## config.mk

```make
export PLATFORM = sky130hd
export DESIGN_NAME = irq_chain_ctrl
export DESIGN_NICKNAME = d
export VERILOG_FILES = /design/src/rtl/irq_chain_pkg.sv /design/src/rtl/irq_pick.sv /design/src/rtl/irq_end_policy.sv /design/src/rtl/irq_chain_ctrl.sv
export SDC_FILE = /design/constraint.sdc
export NUM_CORES = 1
export LEC_CHECK = 0
export CORE_MARGIN = 5
export CORE_UTILIZATION = 36
export CTS_CLUSTER_DIAMETER = 50
export DETAILED_ROUTE_END_ITERATION = 10
export GPL_TIMING_DRIVEN = 0
export PLACE_DENSITY = 0.78
export SLEW_MARGIN = 20
export SYNTH_ARGS = -nofsm -noshare
export SYNTH_HDL_FRONTEND = slang
export SYNTH_HIERARCHICAL = 1
export SYNTH_SLANG_ARGS = --single-unit
```

## constraint.sdc

```tcl
create_clock -name clk -period 2.05 [get_ports clk]
set_input_delay 0.615 -clock clk [delete_from_list [all_inputs] [get_ports clk]]
set_output_delay 0.615 -clock clk [all_outputs]
set_load 0.05 [all_outputs]
```

## src/rtl/irq_chain_pkg.sv

```systemverilog
package irq_chain_pkg;
    localparam int NCLS  = 7;
    localparam int CLS_W = $clog2(NCLS);

    typedef enum logic [CLS_W-1:0] {
        CLS_PGM     = 3'd0,
        CLS_SVC     = 3'd1,
        CLS_MCHK    = 3'd2,
        CLS_EXT     = 3'd3,
        CLS_IO      = 3'd4,
        CLS_RESTART = 3'd5,
        CLS_STOP    = 3'd6
    } cls_e;

    typedef enum logic [1:0] {
        ST_IDLE, ST_ARB, ST_DELIVER, ST_FINISH
    } st_e;

    typedef struct packed {
        cls_e cls;
        logic svc_len;
        logic stopped;
    } chain_t;

    function automatic logic [NCLS-1:0] cls_onehot(cls_e c);
        return NCLS'(1) << c;
    endfunction
endpackage

```

## src/rtl/irq_pick.sv

```systemverilog
module irq_pick
    import irq_chain_pkg::*;
(
    input  logic [NCLS-1:0] pend,
    output logic            any,
    output cls_e            pick
);
    // lowest index wins
    always_comb begin
        pick = CLS_PGM;
        for (int i = NCLS - 1; i >= 0; i--) begin
            if (pend[i]) pick = cls_e'(CLS_W'(i));
        end
    end
    assign any = |pend;
endmodule

```

## src/rtl/irq_end_policy.sv

```systemverilog
module irq_end_policy (
    input  logic fire,
    input  logic wait_psw,
    input  logic stopped,
    input  logic halted,
    output logic halt,
    output logic unhalt
);
    always_comb begin
        halt   = 1'b0;
        unhalt = 1'b0;
        if (fire) begin
            if (wait_psw || stopped) halt = 1'b1;
            else if (halted)         unhalt = 1'b1;
        end
    end
endmodule

```

## src/rtl/irq_chain_ctrl.sv

```systemverilog
module irq_chain_ctrl
    import irq_chain_pkg::*;
(
    input  logic            clk,
    input  logic            rst,
    input  logic [NCLS-1:0] pend_i,
    input  logic            dbg_pend_i,
    input  logic            wait_psw_i,
    input  logic            halted_i,
    input  logic            exec_busy_i,
    input  logic            kick_i,
    input  logic [NCLS-1:0] done_i,
    output logic [NCLS-1:0] start_o,
    output logic            pgm_svc_len_o,
    output logic            halt_o,
    output logic            unhalt_o,
    output logic            irq_req_o
);
    st_e    st_q;
    chain_t ch_q;
    logic   req_q;
    logic   any_pend;
    cls_e   pick;

    irq_pick pick_i (
        .pend (pend_i),
        .any  (any_pend),
        .pick (pick)
    );

    always_ff @(posedge clk) begin
        if (rst) begin
            st_q  <= ST_IDLE;
            ch_q  <= '0;
            req_q <= 1'b0;
        end else begin
            case (st_q)
                ST_IDLE: begin
                    if (kick_i) begin
                        st_q         <= ST_ARB;
                        ch_q.stopped <= 1'b0;
                        ch_q.svc_len <= 1'b0;
                    end
                end
                ST_ARB: begin
                    if (!exec_busy_i) begin
                        if (any_pend) begin
                            ch_q.cls     <= pick;
                            ch_q.svc_len <= 1'b0;
                            st_q         <= ST_DELIVER;
                        end else begin
                            st_q <= ST_FINISH;
                        end
                    end
                end
                ST_DELIVER: begin
                    if (done_i[ch_q.cls]) begin
                        if (ch_q.cls == CLS_STOP) begin
                            ch_q.stopped <= 1'b1;
                            st_q         <= ST_FINISH;
                        end else if (ch_q.cls == CLS_SVC && dbg_pend_i) begin
                            ch_q.cls     <= CLS_PGM;
                            ch_q.svc_len <= 1'b1;
                        end else begin
                            st_q <= ST_ARB;
                        end
                    end
                end
                default: begin
                    if (!any_pend) req_q <= 1'b0;
                    st_q <= ST_IDLE;
                end
            endcase
            if (kick_i) req_q <= 1'b1;
        end
    end

    assign start_o       = (st_q == ST_DELIVER) ? cls_onehot(ch_q.cls) : '0;
    assign pgm_svc_len_o = (st_q == ST_DELIVER) && ch_q.svc_len;
    assign irq_req_o     = req_q;

    irq_end_policy end_i (
        .fire     (st_q == ST_FINISH),
        .wait_psw (wait_psw_i),
        .stopped  (ch_q.stopped),
        .halted   (halted_i),
        .halt     (halt_o),
        .unhalt   (unhalt_o)
    );
endmodule

```

==> run_results.csv, run 1 <==
group,metric,value,unit
finish,drive_gt1_share,41.5,%
critical_path,r2r-end,"ch_q[1]$_SDFFE_PP0P_",
synthesis,synth_fp_nets,107,
clocking,hold_buffers,0,
global_routing,track_usage,15.2,%
critical_path,r2r_start,"ch_q[4]$_SDFFE_PP0P_",
synthesis,synthCells,86,
clocking,cts_root_buf,"clkbuf_4",
global_routing,antenna_found_initial,0,
clocking,cts_buffers,3,
hold_path,hold_depth,2,
clocking,cts_tree,"done",
floorplanning,fp-row-count,16,
critical_path,cp_max_fo,10,
clocking,clock_latency,270,ps
synthesis,avgSynthCellArea,8.22,um^2
placement,place_ws,-724,ps
drt,wl,2.21,mm
synthesis,synth_commonest_cells,"dfxtp_1 (8), nor2_1 (8), nand2b_1 (7)",
placement,placed_area,1070,um^2
synthesis,yosysWarningCount,6,
finish,area_growth,63.0,%
global_routing,grt_pass1_vias,795,
drt,firstDrtPassIters,4,
drt,ant_nets,0,
hold_path,worstHoldStart,"ch_q[0]$_SDFFE_PP0P_",
synthesis,ys_seq_elements,8,
hold_path,hold_path.class,"flop to flop",
critical_path,crit_path_end_kind,"output pin",
placement,port_buffers,31,
floorplanning,core,1920,um^2
synthesis,synth_top_area_share,22.7,%
synthesis,synth_top_cell_by_area,"dfxtp_1",
placement,routabilityCongestion,0.799,
drt,drc,0,
floorplanning,start_util,36.8,%
sta,maxSlewViolCount,0,
synthesis,synth_area_leaders,"dfxtp_1 (23%), nand2b_1 (6.2%), a21oi_1 (4.2%), mux2i_1 (4.2%), nor2_1 (4.2%)",
sta,slew_headroom,64.8,%
sta,finClkSkew,13.5,ps
sta,fmax,496,MHz
critical_path,ff2ff_setup_slack,530,ps
sta,whs,494,ps
synthesis,synth_edf_count,0,
global_routing,grt_pass1_wl,3.31,mm
drt,vias_per_cell,5.55,
sta,timing.final.crit_share,98.3,%
placement,post-dp-hpwl,1.61,mm
drt,drt_iter0_markers,12,
critical_path,critical_path_class,"flop to output pin",
synthesis,yosysSeqAreaShare,22.7,%
critical_path,cp.required,1430,ps
global_routing,grt_overflow,0,
sta,rsz0062_at_grt,"yes",
drt,wire_per_inst,14.8,um
finish,final_net_count,146,
critical_path,start_kind,"flop",
sta,fin_setup_tns,0,ps
floorplanning,die_x,54.3,um
synthesis,synth_ff_type,"dfxtp_1",
sta,min_period,2020,ps
synthesis,ys_types,39,
sta,setup_slack,34.8,ps
flow_run,maxCapViolations,0,
synthesis,synthArstFlopShare,0,%
floorplanning,die_h,54.3,um
power,cellLeakagePower,0.463,nW
floorplanning,io-pin-count,32,
sta,setup_viol,0,
critical_path,cp.arrival,1400,ps
clocking,cts_sinks,8,
drt,dr_total_vias,832,
clocking,htreeDepth,1,
clocking,clkTransAtPathRegs,60,ps
floorplanning,dieArea,2950,um^2
outcome,status,"finished, final reports clean",
critical_path,worst-r2r-cell-count,7,
synthesis,syn_area,707,um^2
global_routing,grt_max_degree,11,
sta,worstMarginPinSlew,528,ps
finish,n_antenna_cell,0,
clocking,clock_path_buffers,2,
hold_path,whs_endpoint,"ch_q[0]$_SDFFE_PP0P_",
power,power_density,429,nW/um^2
finish,num-fill-cells,201,
power,irDropWorstVdd,0.322,mV
finish,post-route-cell-area,1150,um^2
sta,finalHoldViolCount,0,
layer usage:
layer / up-vias / track usage [%] / routed length (um)
met5: - / 0 / 0
met4: 0 / 4.98 / 25
met3: 3 / 3.54 / 163
met2: 27 / 28.7 / 1070
met1: 409 / 16.4 / 953
li1: 393 / - / -
flip-flops by register name, indices dropped and copies added (netlist names):
signal / count
ch_q: 5
irq_req_o: 1
st_q: 2
worst max-delay path: stages (launching register included):
cell,delay (ps)
dfxtp_1,320
buf_2,190
or2b_1,290
nor3_2,150
buf_6,180
layout by cell type, fill, tap and decap left out, drive strengths merged, types with 2 or more instances in the layout:
master          n
mux2i           3
clkbuf          7
nor2b           4
dlygate4sd2     3
nor3            5
o41ai           2
nand3           2
nand2b          8
buf            18
nand4           4
a211oi          2
clkdlybuf4s50  14
dfxtp           8
nor2            8
and2b           2
o21a            2
and2            2
nand2           7
a21oi           6
cells by family (layout without fill, tap and decap cells):
group / count (synthesis) / after routing / synth area share [%]
multiplexers: 4 / 4 / 7.43
flip-flops: 8 / 8 / 22.7
AND/OR/NAND/NOR: 50 / 50 / 43.5
AO/OA/AOI/OAI: 17 / 17 / 20.9
buffers and inverters: 7 / 44 / 5.48
repair_timing:
item	CTS	global route
setup endpoints to repair	14	13
resized for setup	81	21
setup buffers	0	3
hold endpoints to repair	0	0
gates cloned	0	1
pin swaps	4	7
power by group:
group | internal, mW | switching (mW) | leakage [nW]
sequential | 0.167 | 0.0128 | 0.0663
clock | 0.0675 | 0.0617 | 0.0138
combinational | 0.0943 | 0.0902 | 0.383
per-stage QoR:
stage,util [%],power (mW),std cells
after floorplan,-,0.278,86
after global placement,55.5,0.343,144
after detailed placement,55.5,0.347,144
after CTS,57.4,0.479,147
after global routing,60.0,0.517,150
final,60.0,0.494,150
area by class of cell:
cell class	count	area [um^2]	share of cell area, %
multi-input cells	71	577	50.1
repair buffers	35	314	27.3
inverters	1	3.75	0.326
plain buffers	5	36.3	3.15
flip-flops and latches	8	165	14.3
well taps	27	33.8	2.93
clock buffers	3	22.5	1.95
worst max-delay path by stage:
stage                         start          to  slack [ps]  depth (start not counted)
5_1_grt        ch_q[2]$_SDFFE_PP0P_  start_o[2]         -20                          4
3_5_place_dp             wait_psw_i    unhalt_o        -720                          3
2_1_floorplan  st_q[0]$_SDFFE_PP0P_  start_o[1]        -340                          3
6_report       ch_q[2]$_SDFFE_PP0P_  start_o[2]          30                          4
4_1_cts        st_q[1]$_SDFFE_PP0P_  start_o[3]         -30                          4
3_3_place_gp             wait_psw_i    unhalt_o        -670                          3
No activity file was read; power rests on OpenSTA's default activity.
==> run 2, diff against run 1 <==
Settings changed: ABC_CLOCK_PERIOD_IN_PS set to 2050.
==> results of run 2 <==
Final layout, timing and power as in run 1 (identical DEF).
